File: src/rtl/dma_pp_pkg.sv
package dma_pp_pkg;
  localparam int CNT_W  = 14;
  localparam int SEL_W  = 5;
  localparam logic [SEL_W-1:0] SEL_NONE = '1;

  localparam int CTL_EN   = 31;
  localparam int CTL_IE   = 30;
  localparam int CTL_HOLD = 29;
  localparam int CTL_DIR  = 28;
  localparam int CTL_ONCE = 27;
  localparam int CTL_FLOW = 21;
  localparam int SEL_LO   = 16;
  localparam int CNT_LO   = 2;

  localparam int STA_BUSY = 31;
  localparam int STA_EOC  = 30;
  localparam int STA_HALT = 29;
  localparam int STA_PP   = 28;

  localparam int SEQ_DB   = 19;

  typedef enum logic [2:0] {
    REG_CTL  = 3'd0,
    REG_STA  = 3'd1,
    REG_MPTR = 3'd2,
    REG_MSEQ = 3'd3,
    REG_PPTR = 3'd4
  } reg_sel_e;

  typedef enum logic [1:0] {
    ST_OFF, ST_WAIT, ST_RD, ST_WR
  } xfer_st_e;

  typedef struct packed {
    logic             en;
    logic             ie;
    logic             hold;
    logic             dir;
    logic             once;
    logic             flow;
    logic [SEL_W-1:0] sel;
    logic [CNT_W-1:0] cnt;
  } ctl_t;
endpackage

File: src/rtl/dma_pp_regs.sv
module dma_pp_regs
  import dma_pp_pkg::*;
#(
  parameter int ADDR_W = 32
) (
  input  logic              clk,
  input  logic              rst,
  input  logic              wr_en,
  input  logic              rd_en,
  input  logic [2:0]        reg_addr,
  input  logic [31:0]       wr_data,
  output logic [31:0]       rd_data,
  output ctl_t              ctl,
  output logic [ADDR_W-1:0] mem_ptr,
  output logic [ADDR_W-1:0] per_ptr,
  output logic              db,
  output logic              eoc_clr,
  input  logic              fin,
  input  logic              busy,
  input  logic              eoc,
  input  logic              halt,
  input  logic              pp,
  input  logic [CNT_W-1:0]  remain
);
  reg_sel_e    sel_r;
  logic [31:0] rd_word;

  assign sel_r   = reg_sel_e'(reg_addr);
  assign eoc_clr = wr_en && (sel_r == REG_STA) && wr_data[STA_EOC];

  always_comb begin
    case (sel_r)
      REG_CTL:  rd_word = {ctl.en, ctl.ie, ctl.hold, ctl.dir, ctl.once, 5'b0,
                           ctl.flow, ctl.sel, ctl.cnt, 2'b00};
      REG_STA:  rd_word = {busy, eoc, halt, pp, 12'b0, remain, 2'b00};
      REG_MPTR: rd_word = 32'(mem_ptr);
      REG_MSEQ: rd_word = 32'(db) << SEQ_DB;
      REG_PPTR: rd_word = 32'(per_ptr);
      default:  rd_word = '0;
    endcase
  end

  always_ff @(posedge clk) begin
    if (rst) begin
      ctl     <= '0;
      mem_ptr <= '0;
      per_ptr <= '0;
      db      <= 1'b0;
      rd_data <= '0;
    end else begin
      if (wr_en) begin
        case (sel_r)
          REG_CTL: begin
            ctl.en   <= wr_data[CTL_EN];
            ctl.ie   <= wr_data[CTL_IE];
            ctl.hold <= wr_data[CTL_HOLD];
            ctl.dir  <= wr_data[CTL_DIR];
            ctl.once <= wr_data[CTL_ONCE];
            ctl.flow <= wr_data[CTL_FLOW];
            ctl.sel  <= wr_data[SEL_LO +: SEL_W];
            ctl.cnt  <= wr_data[CNT_LO +: CNT_W];
          end
          REG_MPTR: mem_ptr <= {wr_data[ADDR_W-1:2], 2'b00};
          REG_MSEQ: db      <= wr_data[SEQ_DB];
          REG_PPTR: per_ptr <= {wr_data[ADDR_W-1:2], 2'b00};
          default: ;
        endcase
      end
      if (fin) ctl.en <= 1'b0;
      if (rd_en) rd_data <= rd_word;
    end
  end

  p_fin_clears_en_r2: assert property (@(posedge clk) disable iff (rst)
    fin |=> !ctl.en);
endmodule

File: src/rtl/dma_pp_agen.sv
module dma_pp_agen
  import dma_pp_pkg::*;
#(
  parameter int ADDR_W = 32
) (
  input  logic              clk,
  input  logic              rst,
  input  logic              load,
  input  logic              step,
  input  logic              wrap,
  input  logic [ADDR_W-1:0] mem_ptr,
  input  logic [ADDR_W-1:0] per_ptr,
  output logic [ADDR_W-1:0] mem_addr,
  output logic [ADDR_W-1:0] per_addr
);
  localparam int OFF_W = CNT_W + 1;

  logic [ADDR_W-1:0] mem_base;
  logic [ADDR_W-1:0] per_base;
  logic [OFF_W-1:0]  off;

  assign mem_addr = mem_base + ADDR_W'({off, 2'b00});
  assign per_addr = per_base;

  always_ff @(posedge clk) begin
    if (rst) begin
      mem_base <= '0;
      per_base <= '0;
      off      <= '0;
    end else if (load || wrap) begin
      mem_base <= mem_ptr;
      per_base <= per_ptr;
      off      <= '0;
    end else if (step) begin
      off <= off + 1'b1;
    end
  end

  p_step_r10: assert property (@(posedge clk) disable iff (rst)
    (step && !wrap && !load) |=> (off == OFF_W'($past(off) + 1'b1)));
  p_wrap_r10: assert property (@(posedge clk) disable iff (rst)
    wrap |=> (off == '0));
endmodule

File: src/rtl/dma_pp_xfer.sv
module dma_pp_xfer
  import dma_pp_pkg::*;
#(
  parameter int DATA_W = 32
) (
  input  logic                   clk,
  input  logic                   rst,
  input  ctl_t                   ctl,
  input  logic                   db,
  input  logic                   eoc_clr,
  input  logic [(1<<SEL_W)-1:0]  req,
  input  logic [DATA_W-1:0]      mem_rdata,
  input  logic                   mem_ready,
  input  logic [DATA_W-1:0]      per_rdata,
  input  logic                   per_ready,
  output logic                   mem_rd,
  output logic                   mem_wr,
  output logic                   per_rd,
  output logic                   per_wr,
  output logic [DATA_W-1:0]      wdata,
  output logic                   busy,
  output logic                   eoc,
  output logic                   pp,
  output logic                   halt,
  output logic [CNT_W-1:0]       remain,
  output logic                   fin,
  output logic                   load,
  output logic                   step,
  output logic                   wrap
);
  localparam int REQ_N = 1 << SEL_W;

  xfer_st_e         st;
  logic [REQ_N-1:0] req_ok;
  logic             sel_ok, flow_go, start_word;
  logic             src_ready, dst_ready, word_done, last, end_evt;
  logic [DATA_W-1:0] src_data;

  for (genvar g = 0; g < REQ_N; g++) begin : g_req
    if (g == int'(SEL_NONE)) begin : g_dead
      assign req_ok[g] = 1'b0;
    end else begin : g_live
      assign req_ok[g] = req[g];
    end
  end

  assign sel_ok     = (ctl.sel != SEL_NONE);
  assign flow_go    = !ctl.flow || req_ok[ctl.sel];
  assign start_word = (st == ST_WAIT) && ctl.en && !ctl.hold && sel_ok && flow_go;
  assign halt       = busy && (ctl.hold || !sel_ok);

  assign mem_rd    = (st == ST_RD) &&  ctl.dir;
  assign per_rd    = (st == ST_RD) && !ctl.dir;
  assign mem_wr    = (st == ST_WR) && !ctl.dir;
  assign per_wr    = (st == ST_WR) &&  ctl.dir;
  assign src_ready = ctl.dir ? mem_ready : per_ready;
  assign dst_ready = ctl.dir ? per_ready : mem_ready;
  assign src_data  = ctl.dir ? mem_rdata : per_rdata;

  assign word_done = (st == ST_WR) && dst_ready;
  assign last      = (remain == '0);
  assign end_evt   = word_done && last;
  assign load      = (st == ST_OFF) && ctl.en;
  assign step      = word_done;
  assign wrap      = end_evt && !ctl.once && (!db || pp);
  assign fin       = end_evt && ctl.once;

  always_ff @(posedge clk) begin
    if (rst) begin
      st     <= ST_OFF;
      busy   <= 1'b0;
      eoc    <= 1'b0;
      pp     <= 1'b0;
      remain <= '0;
      wdata  <= '0;
    end else begin
      if (end_evt)      eoc <= 1'b1;
      else if (eoc_clr) eoc <= 1'b0;
      case (st)
        ST_OFF: if (ctl.en) begin
          remain <= ctl.cnt;
          pp     <= 1'b0;
          busy   <= 1'b1;
          st     <= ST_WAIT;
        end
        ST_WAIT: begin
          if (!ctl.en) begin
            busy <= 1'b0;
            st   <= ST_OFF;
          end else if (start_word) begin
            st <= ST_RD;
          end
        end
        ST_RD: if (src_ready) begin
          wdata <= src_data;
          st    <= ST_WR;
        end
        ST_WR: if (dst_ready) begin
          if (!last) begin
            remain <= remain - 1'b1;
            st     <= ST_WAIT;
          end else if (ctl.once) begin
            busy <= 1'b0;
            st   <= ST_OFF;
          end else begin
            remain <= ctl.cnt;
            pp     <= ~pp;
            st     <= ST_WAIT;
          end
        end
        default: st <= ST_OFF;
      endcase
    end
  end

  p_reload_r9: assert property (@(posedge clk) disable iff (rst)
    (end_evt && !ctl.once) |=> (remain == $past(ctl.cnt)));
  p_pp_flip_r9: assert property (@(posedge clk) disable iff (rst)
    (end_evt && !ctl.once) |=> (pp != $past(pp)));
  p_bad_sel_r5: assert property (@(posedge clk) disable iff (rst)
    ((st == ST_WAIT) && !sel_ok) |=> (st != ST_RD));
  p_hold_r6: assert property (@(posedge clk) disable iff (rst)
    ((st == ST_WAIT) && ctl.hold) |=> (st != ST_RD));
  p_eoc_clr_r8: assert property (@(posedge clk) disable iff (rst)
    (eoc_clr && !end_evt) |=> !eoc);
  p_frozen_r12: assert property (@(posedge clk) disable iff (rst)
    (!busy && !ctl.en) |=> $stable(remain));
  p_oneshot_stop_r2: assert property (@(posedge clk) disable iff (rst)
    fin |=> !busy);
endmodule

File: src/rtl/dma_pp_chan.sv
module dma_pp_chan
  import dma_pp_pkg::*;
#(
  parameter int ADDR_W = 32,
  parameter int DATA_W = 32
) (
  input  logic                  clk,
  input  logic                  rst,
  input  logic                  reg_wr,
  input  logic                  reg_rd,
  input  logic [2:0]            reg_addr,
  input  logic [31:0]           reg_wdata,
  output logic [31:0]           reg_rdata,
  input  logic [(1<<SEL_W)-1:0] req_lines,
  output logic                  irq,
  output logic                  mem_rd,
  output logic                  mem_wr,
  output logic [ADDR_W-1:0]     mem_addr,
  output logic [DATA_W-1:0]     mem_wdata,
  input  logic [DATA_W-1:0]     mem_rdata,
  input  logic                  mem_ready,
  output logic                  per_rd,
  output logic                  per_wr,
  output logic [ADDR_W-1:0]     per_addr,
  output logic [DATA_W-1:0]     per_wdata,
  input  logic [DATA_W-1:0]     per_rdata,
  input  logic                  per_ready
);
  ctl_t              ctl;
  logic [ADDR_W-1:0] mem_ptr, per_ptr;
  logic              db, eoc_clr, fin, busy, eoc, halt, pp;
  logic [CNT_W-1:0]  remain;
  logic              load, step, wrap;
  logic [DATA_W-1:0] wdata;

  dma_pp_regs #(.ADDR_W(ADDR_W)) u_regs (
    .clk(clk), .rst(rst), .wr_en(reg_wr), .rd_en(reg_rd), .reg_addr(reg_addr),
    .wr_data(reg_wdata), .rd_data(reg_rdata), .ctl(ctl), .mem_ptr(mem_ptr),
    .per_ptr(per_ptr), .db(db), .eoc_clr(eoc_clr), .fin(fin), .busy(busy),
    .eoc(eoc), .halt(halt), .pp(pp), .remain(remain)
  );

  dma_pp_xfer #(.DATA_W(DATA_W)) u_xfer (
    .clk(clk), .rst(rst), .ctl(ctl), .db(db), .eoc_clr(eoc_clr), .req(req_lines),
    .mem_rdata(mem_rdata), .mem_ready(mem_ready), .per_rdata(per_rdata),
    .per_ready(per_ready), .mem_rd(mem_rd), .mem_wr(mem_wr), .per_rd(per_rd),
    .per_wr(per_wr), .wdata(wdata), .busy(busy), .eoc(eoc), .pp(pp), .halt(halt),
    .remain(remain), .fin(fin), .load(load), .step(step), .wrap(wrap)
  );

  dma_pp_agen #(.ADDR_W(ADDR_W)) u_agen (
    .clk(clk), .rst(rst), .load(load), .step(step), .wrap(wrap),
    .mem_ptr(mem_ptr), .per_ptr(per_ptr), .mem_addr(mem_addr), .per_addr(per_addr)
  );

  assign mem_wdata = wdata;
  assign per_wdata = wdata;
  assign irq       = eoc && ctl.ie;

  p_irq_r7: assert property (@(posedge clk) disable iff (rst)
    irq |-> eoc);
endmodule

File: config.mk
export PLATFORM = sky130hd
export DESIGN_NAME = dma_pp_chan
export DESIGN_NICKNAME = d
export VERILOG_FILES = /design/src/rtl/dma_pp_pkg.sv /design/src/rtl/dma_pp_regs.sv /design/src/rtl/dma_pp_agen.sv /design/src/rtl/dma_pp_xfer.sv /design/src/rtl/dma_pp_chan.sv
export SDC_FILE = /design/constraint.sdc
export NUM_CORES = 1
export LEC_CHECK = 0
export BUFFER_PORTS_ARGS = -buffer_cell sky130_fd_sc_hd__buf_2
export CAP_MARGIN = 40
export CORE_MARGIN = 3
export CORE_UTILIZATION = 52
export DETAILED_ROUTE_END_ITERATION = 16
export PLACE_DENSITY = 0.86
export SETUP_SLACK_MARGIN = 0.15
export SYNTH_ARGS = -nofsm -noshare
export SYNTH_HDL_FRONTEND = slang
export SYNTH_HIERARCHICAL = 1
export SYNTH_SLANG_ARGS = --single-unit
File: constraint.sdc
create_clock -name clk -period 4.48 [get_ports clk]
set_input_delay 1.344 -clock clk [delete_from_list [all_inputs] [get_ports clk]]
set_output_delay 1.344 -clock clk [all_outputs]
set_load 0.02 [all_outputs]
## Yosys cells after proc, flatten, opt, wreduce, memory -nomap -nowiden

Cells that the tools add are included.

- Input port bits: 137
- Output and inout port bits: 165
- Flip-flop bits (word level): 244

- Reductions and logical operators: 45
- Bitwise gates (word level): 1
- Add/subtract/negate cells: 3
- Equal/unequal tests: 17
- Magnitude comparators: 1
- Muxes and demuxes: 32

Operators with widths:

| operator | count |
|---|---|
| $pmux W32 S5 | 1 |
| $mux W14 | 4 |
| $add A32 B17 Y32 | 1 |
| $mux W32 | 1 |
| $pmux W14 S2 | 1 |
| $logic_and A1 B1 Y1 | 18 |
| $add A15 B1 Y15 const B | 1 |
| $mux W1 | 15 |
| $logic_not A14 Y1 | 1 |
| $sub A14 B1 Y14 const B | 1 |
| $mux W2 | 6 |
| $reduce_and A2 Y1 | 5 |
| $ne A2 B2 Y1 const B | 4 |
| $pmux W2 S4 | 1 |
| $reduce_and A4 Y1 | 2 |
| $eq A3 B2 Y1 const B | 2 |
| $logic_not A1 Y1 | 6 |
| $lt A5 B6 Y1 const B | 1 |
| $ne A2 B1 Y1 const B | 3 |
| $reduce_and A6 Y1 | 1 |
| $bmux W1 S5 | 1 |
| $ne A5 B5 Y1 const B | 1 |
| $reduce_and A5 Y1 | 1 |
| $eq A2 B2 Y1 const B | 2 |
| 14 further kinds | 19 |

## Logic depth before layout (Yosys ltp)

Gate-level depths: netlist of the first run.

- Word-level depth: 8
- Depth in mapped cells: 11
- Gate-level depth less buffers: 9

## Cells and area by module

Netlist of the first run, hierarchy kept.

By module, submodules not included:

| module | instances | cells each | area an instance (um2) |
|---|---|---|---|
| dma_pp_regs | 1 | 576 | 4642.0 |
| dma_pp_agen | 1 | 512 | 3957.5 |
| dma_pp_xfer | 1 | 350 | 3000.4 |
| dma_pp_chan | 1 | 33 | 246.5 |

## Least setup slack after synthesis of the first run

OpenSTA, ideal clock, no wires.

- Path type: reg2out
- From: register u_agen.off[0]
- To: output port mem_addr[24]
- Arrival time: 2.251 ns
- Cell stages (with the launch flop): 10
- Buffers on the path: 0
- Path slack: 0.885 ns
- Cell sequence: dfxtp_1 > ha_1 > inv_1 > fa_1 > nand2b_1 > a21oi_1 > o21ai_0 > a31oi_1 > o2111ai_1 > xnor2_1

- Word-level cells in the longest chain between the ends: 1

RTL lines:

| item | RTL line | source |
|---|---|---|
| start, declared | dma_pp_agen.sv:20 | `logic [OFF_W-1:0] off;` |
| start signal, assigned | dma_pp_agen.sv:35 | `off <= off + 1'b1;` |
| $add A32 B17 Y32 | dma_pp_agen.sv:22 | `assign mem_addr = mem_base + ADDR_W'({off, 2'b00});` |
| end, declared | dma_pp_chan.sv:18 | `output logic [ADDR_W-1:0] mem_addr,` |

No other way between the ends.

## Final worst setup path of the first run

- From: register u_agen.off[0]
- To: output port mem_addr[28]

Same word-level chain as after synthesis.

==> results by group, run 1 <==
Synthesis
  – Post-synthesis cell count: 1471
  – Synth Register Bits: 246
  – Synth warn: 6
  – Main synth FF type: dfxtp_1
  – Post-synthesis sequential area ratio: 41.6%
  – Unique masters post-synth: 73
  – FFs w/ async S/R, synth: 0%
  – Syn Area/Cell: 8.05 µm²
  – Mapped cell area: 0.0118 mm²
  – Number of synthesized flops with an enable pin: 0

Power
  – Maximum vdd drop: 0.272 mV
  – Sw Ratio: roughly 22%
  – Sequential Power Share: 45.9%
  – Clock power share: 48.6%
  – P_int: between 3000 and 4000 µW
  – PwrDens: about 340 mW/mm²
  – Static Leak: 0.00570 µW
  – Logic pwr share: 5.4%
  – Net switching power: 1090 µW

Critical path
  – Crit path cell chain: ha_2 -> inv_1 -> fa_1 -> nand2b_1 -> a21oi_2 -> nor2b_1 -> o41ai_2 -> a41oi_1 -> o21bai_1 -> buf_2
  – Worst path required time: 3.14 ns
  – Startpoint Class: flop
  – Max incr delay on CP: ~0.39 ns
  – Max FO, Critical Path: 4
  – WS Path Type: flop to output port
  – Critical Path Start: u_agen/off[0]
  – Reg2reg start: u_xfer/remain[0]
  – CP max stage cell: fa_1
  – Crit end category: output port
  – WP data arrival: 2.89 ns

Floorplan
  – Die width: 157 µm
  – IO Pins: about 300
  – Starting density of the core: 53.6%
  – Die ar.: 0.0246 mm²
  – Die height: 157 µm
  – Core Rows: 54
  – Placeable Area: 0.0221 mm²

Timing
  – Clk_skew: approximately 0.014 ns
  – Max Slew Vio Count: 0
  – Setup TNS: 0 ns
  – Post-route clock period utilization: 94.4%
  – Slew headroom: 39.3%
  – Final setup violation count: 0
  – RSZ-0062 raised after global routing: yes
  – Final Hold Fails: 0
  – Hold slack: 0.447 ns
  – Highest clock rate: 0.236 GHz
  – Tightest Pin Transition: 0.911 ns
  – Minimum clock period: 4.23 ns

CTS
  – CTS max path bufs: 3
  – TritonCTS clock tree: done
  – Total CTS buffers: 27
  – Clock Sinks: 246
  – Clock slew at reported path FFs: 0.06 ns
  – Htree depth: 1
  – CTS root buf: clkbuf_16
  – Clock latency on the worst-skew pair: 0.54 ns
  – Hold_buf cts: 0

Layout
  – Most frequent cells in the layout: nand2_1, buf_2, dfxtp_1
  – Final #Nets: 1838
  – Area grow syn2layout: 19.3%
  – Ratio of cells with drive above 1 in the final layout: between 20% and 30%
  – Finished Layout Cells: 1988
  – Final Util: 64.0%
  – Commonest non-fill, non-tap cell in the layout: nand2_1
  – Post-route cell area: 0.0141 mm²

Run status
  – Status: finished clean

Routing
  – Routed WL per cell: around 18 µm
  – Total number of vias: about 12000
  – Drt drc: 0
  – Total wire length: 36100 µm
  – Drt via density: 5.84
  – Initial detailed-routing violation count: 1137
  – TritonRoute pass-1 iters: 8
  – Post-route ant nets: 0

GRT
  – GRT Total Usage: 27.9%
  – Vias in the first global route: about 11000
  – Global-route wire length before repair: 56400 µm
  – Largest net degree at the start of global routing: 112
  – GRT overflow: 0
  – Initial antenna violation count: 5

Placement
  – Hpwl dp: 25300 µm
  – GP Congestion: 0.896
  – Placed Area: 0.0131 mm²
  – DP Cell Count: between 1500 and 2000
  – Buffers on Ports: 296

Min path
  – Hold Path Origin: u_agen/mem_base[1]
  – Worst min path class: flop to flop

Job
  – Max-cap violations: 0
-- kinds of logic (layout without fill, tap and decap cells) --
logic type / count (synthesis) / after routing / share of synthesized area (%)
other cells: 1 / 11 / 0.0317
flops: 246 / 246 / 41.6
fa+ha+maj: 18 / 18 / 1.96
xor+xnor: 37 / 37 / 2.74
mux: 73 / 73 / 6.83
compound gates: 388 / 388 / 19.8
simple gates: 551 / 551 / 19.9
buf+inv: 157 / 384 / 7.10
-- per-layer routing --
metal / wire length (µm) / part of all wire, % / vias up / GRT usage [%]
li1: - / - / 5462 / -
met1: 13600 / 38 / 5386 / 33.7
met2: 17900 / 50 / 652 / 49.1
met3: 3080 / 8.5 / 109 / 3.88
met4: 1500 / 4.2 / 0 / 13.2
met5: 0 / 0 / - / 0
-- worst max-delay path, delay by kind of cell (launching register included) --
family | cells | cell delay, ns
fa+ha+maj | 2 | 0.62
buf+inv | 2 | 0.22
compound gates | 4 | 0.81
simple gates | 2 | 0.32
flops | 1 | 0.38
-- through the flow --
| stage | worst slack, ns | total power (µW) |
|---|---|---|
| global route | 0.0963 | 5000 |
| global placement | 0.595 | 2520 |
| CTS | 0.165 | 4870 |
| detailed placement | 0.542 | 2530 |
| finish | 0.249 | 4850 |
| floorplan | 0.885 | 2420 |
-- path summary, 6_finish.rpt --
kind	endpoint	slack (ns)	depth (start not counted)
min reg2reg	u_agen/mem_base[1]	0.45	2
max	mem_addr[28]	0.25	10
min	u_agen/mem_base[1]	0.45	2
max reg2reg	u_agen/per_addr[24]	1.21	10
-- synth_stat cells, types with 14 or more instances --
| cell type | count | share of area [%] |
|---|---|---|
| nand2_1 | 344 | 11 |
| dfxtp_1 | 246 | 42 |
| a21oi_1 | 209 | 8.8 |
| nor2_1 | 99 | 3.1 |
| mux2i_1 | 67 | 5.7 |
| clkbuf_1 | 55 | 1.7 |
| buf_4 | 48 | 3.0 |
| a211oi_1 | 36 | 2.3 |
| o21ai_0 | 31 | 1.3 |
| buf_2 | 26 | 1.1 |
| o21ai_1 | 26 | 1.1 |
| a22oi_1 | 24 | 1.5 |
| nand3_1 | 22 | 0.93 |
| inv_1 | 19 | 0.60 |
| xnor2_1 | 19 | 1.4 |
| xor2_1 | 18 | 1.3 |
| ha_1 | 17 | 1.8 |
| a21o_1 | 15 | 0.95 |
| nand4_1 | 14 | 0.74 |
-- power by group through the flow --
stage                     clock, µW  combinational, µW  sequential, µW
after floorplan                   0                148            2270
after CTS                      2390                258            2230
final                          2360                262            2230
after global placement            0                249            2270
after detailed placement          0                256            2280
after global routing           2480                285            2230
-- layout make-up --
cell class,instances,area (µm²)
multi-input combinational,1073,6150
timing repair buffer,316,1670
antenna,5,12.5
sequential,246,4930
tap,280,350
fill,1826,7960
clock buffer,40,795
clock inverter,9,155
inverter,19,71.3
-- what timing repair did --
| item | CTS | global route |
|---|---|---|
| buffers inserted | 0 | 1 |
| setup endpoints to repair | 7 | 9 |
| cloned | 0 | 0 |
| pin swaps | 3 | 4 |
| gates resized for setup | 6 | 3 |
-- sequential cells by signal (all words and copies together), names as in the netlist, 15 cells and up, named ones only --
signal,cells
u_agen/mem_base,32
u_agen/per_addr,32
u_xfer/wdata,32
u_regs/mem_ptr,30
u_regs/per_ptr,30
u_regs/rd_data,30
u_regs/ctl,25
u_agen/off,15
No activity file was read; power rests on OpenSTA's default activity.
==> run 2, diff against run 1 <==
--- a/config.mk
+++ b/config.mk
@@ -9,6 +9,7 @@
 export CAP_MARGIN = 40
 export CORE_MARGIN = 3
 export CORE_UTILIZATION = 52
+export CTS_BUF_LIST = sky130_fd_sc_hd__clkbuf_4
 export DETAILED_ROUTE_END_ITERATION = 16
 export PLACE_DENSITY = 0.86
 export SETUP_SLACK_MARGIN = 0.15
==> results by group, run 2 (same netlist as run 1, synthesis figures left out) <==
Min path
  – Hold Path Depth: 2
  – Worst min path class: flop to flop

Routing
  – Total wire length: 36100 µm
  – Initial detailed-routing violation count: 1129
  – Total number of vias: between 10000 and 15000
  – Drt via density: 5.79
  – Drt drc: 0
  – TritonRoute pass-1 iters: 7
  – Post-route ant nets: 0
  – Routed WL per cell: 17.6 µm

Layout
  – Ratio of cells with drive above 1 in the final layout: approximately a quarter
  – Commonest non-fill, non-tap cell in the layout: nand2_1
  – Area grow syn2layout: 18.8%
  – Finished Layout Cells: 2048
  – Final Util: 63.7%
  – Most frequent cells in the layout: nand2_1, buf_2, dfxtp_1
  – Final #Nets: 1880

CTS
  – TritonCTS clock tree: done
  – Hold_buf cts: 0
  – Total CTS buffers: 67
  – Clock latency on the worst-skew pair: 0.66 ns
  – Htree depth: 3
  – Clock Sinks: 246
  – CTS root buf: clkbuf_4
  – Clock slew at reported path FFs: 0.06 ns
  – CTS max path bufs: 3

Critical path
  – CP max stage cell: dfxtp_1
  – CP delay by family, top: compound AO/OA/AOI/OAI gates
  – WS Path Type: flop to output port
  – Startpoint Class: flop
  – Worst path required time: 3.14 ns
  – Crit end category: output port
  – Crit. path cell count: 8
  – Max incr delay on CP: 0.36 ns
  – Crit path cell chain: ha_2 -> a21oi_1 -> o211ai_1 -> a21oi_2 -> and3_1 -> nor3_1 -> xor2_1 -> buf_2
  – Max FO, Critical Path: 7
  – Crit path buf inv count: 1
  – Reg2Reg Depth: 10
  – WP data arrival: 2.89 ns
  – R2r setup slk: 1.18 ns

Floorplan
  – Core Rows: 54
  – IO Pins: 302
  – Placeable Area: 0.0221 mm²
  – Die ar.: 0.0246 mm²
  – Die height: 157 µm
  – Starting density of the core: 53.6%
  – Die width: 157 µm

Power
  – Sequential Power Share: 51.1%
  – Clock power share: 42.9%
  – Logic pwr share: 6.0%
  – Maximum vdd drop: 0.143 mV
  – Pwr Total: 4360 µW
  – Sw Ratio: 24.6%
  – PwrDens: 310 mW/mm²
  – Static Leak: around 0.0057 µW
  – P_int: 3290 µW
  – Net switching power: approximately 1100 µW

Timing
  – Max Slew Vio Count: 0
  – Post-route clock period utilization: 94.5%
  – Final setup violation count: 0
  – Setup TNS: 0 ns
  – Hold slack: 0.447 ns
  – Tightest Pin Transition: between 0.9 and 1 ns
  – Slew headroom: 39.1%
  – Highest clock rate: around 0.24 GHz
  – Minimum clock period: 4.24 ns
  – Clk_skew: approximately 0.03 ns
  – Final Hold Fails: 0
  – RSZ-0062 raised after global routing: no

GRT
  – GRT Total Usage: 27.8%
  – M2 GR Usage: between 40% and 50%
  – Initial antenna violation count: 5
  – GRT overflow: 0
  – Busiest grt layer: met2
  – GR met3 Demand/Resource: roughly 6.4%
  – Global-route wire length before repair: 55700 µm
  – Largest net degree at the start of global routing: 112
  – Vias in the first global route: 11288
  – GRT met1 Usage: 32.1%

Run status
  – Status: finished clean

Job
  – Max-cap violations: 0

Placement
  – Buffers on Ports: 296
  – Hpwl dp: roughly 25000 µm
  – DP Cell Count: 1933
  – GP Congestion: roughly 0.9
run 2: changes by cell type in the layout (fill, tap and decap cells not counted), moves of 5 or more:
cell,change
buf_4,+6
clkbuf_1,-6
clkbuf_16,-27
clkbuf_4,+97
clkbuf_8,-7
clkinv_1,+8
ha_1,-7
ha_4,+5
run 2: worst paths after layout:
check,start,to
hold / removal,u_agen/mem_base[1],u_agen/mem_base[1]
hold reg to reg,u_agen/mem_base[1],u_agen/mem_base[1]
setup reg to reg,u_xfer/remain[0],u_agen/per_addr[24]
setup / recovery,u_agen/off[6],mem_addr[25]
run 2: layout make-up:
class,count,area [µm²]
Fill cell,1848,8020
Timing Repair Buffer,318,1700
Antenna cell,5,12.5
Clock inverter,10,37.5
Clock buffer,97,728
Tap cell,280,350
Inverter,19,71.3
Multi-Input combinational cell,1073,6250
Sequential cell,246,4930
run 2: power by group through the flow:
stage | clock [µW] | combinational [µW] | sequential (µW)
4_1_cts | 1900 | 257 | 2230
3_5_place_dp | 0 | 256 | 2280
5_1_grt | 2020 | 284 | 2230
3_3_place_gp | 0 | 249 | 2270
2_1_floorplan | 0 | 148 | 2270
6_report | 1870 | 263 | 2230
run 2: stage by stage:
| step | setup WS [ns] | cell area, µm² |
|---|---|---|
| finish | 0.244 | 14100 |
| floorplan | 0.885 | 11900 |
| CTS | 0.0680 | 13900 |
| global placement | 0.595 | 13100 |
| detailed placement | 0.542 | 13100 |
| global route | 0.100 | 14100 |
run 2: repair_timing:
item | CTS | global route
setup buffers | 0 | 3
resized for setup | 11 | 24
pin swaps | 6 | 6
endpoints found under the setup margin | 9 | 17
endpoints found under the hold margin | 0 | 0
cloned | 0 | 0
run 2: worst reg2reg max path, stage by stage (launching register included):
cell and delay [ns]:
dfxtp_1 0.35, inv_1 0.11, ha_1 0.21, nor3b_2 0.35, nand4_1 0.23, or3_1 0.40, nor3_1 0.42, or2_2 0.52
buf_4 0.32, nand2_1 0.10, a21oi_1 0.20
run 2: per-layer routing:
metal / part of all wire, % / vias to the layer above
met4: 4.4 / 0
met2: 49 / 695
met1: 37 / 5473
met5: 0 / -
met3: 9.1 / 111
li1: - / 5569
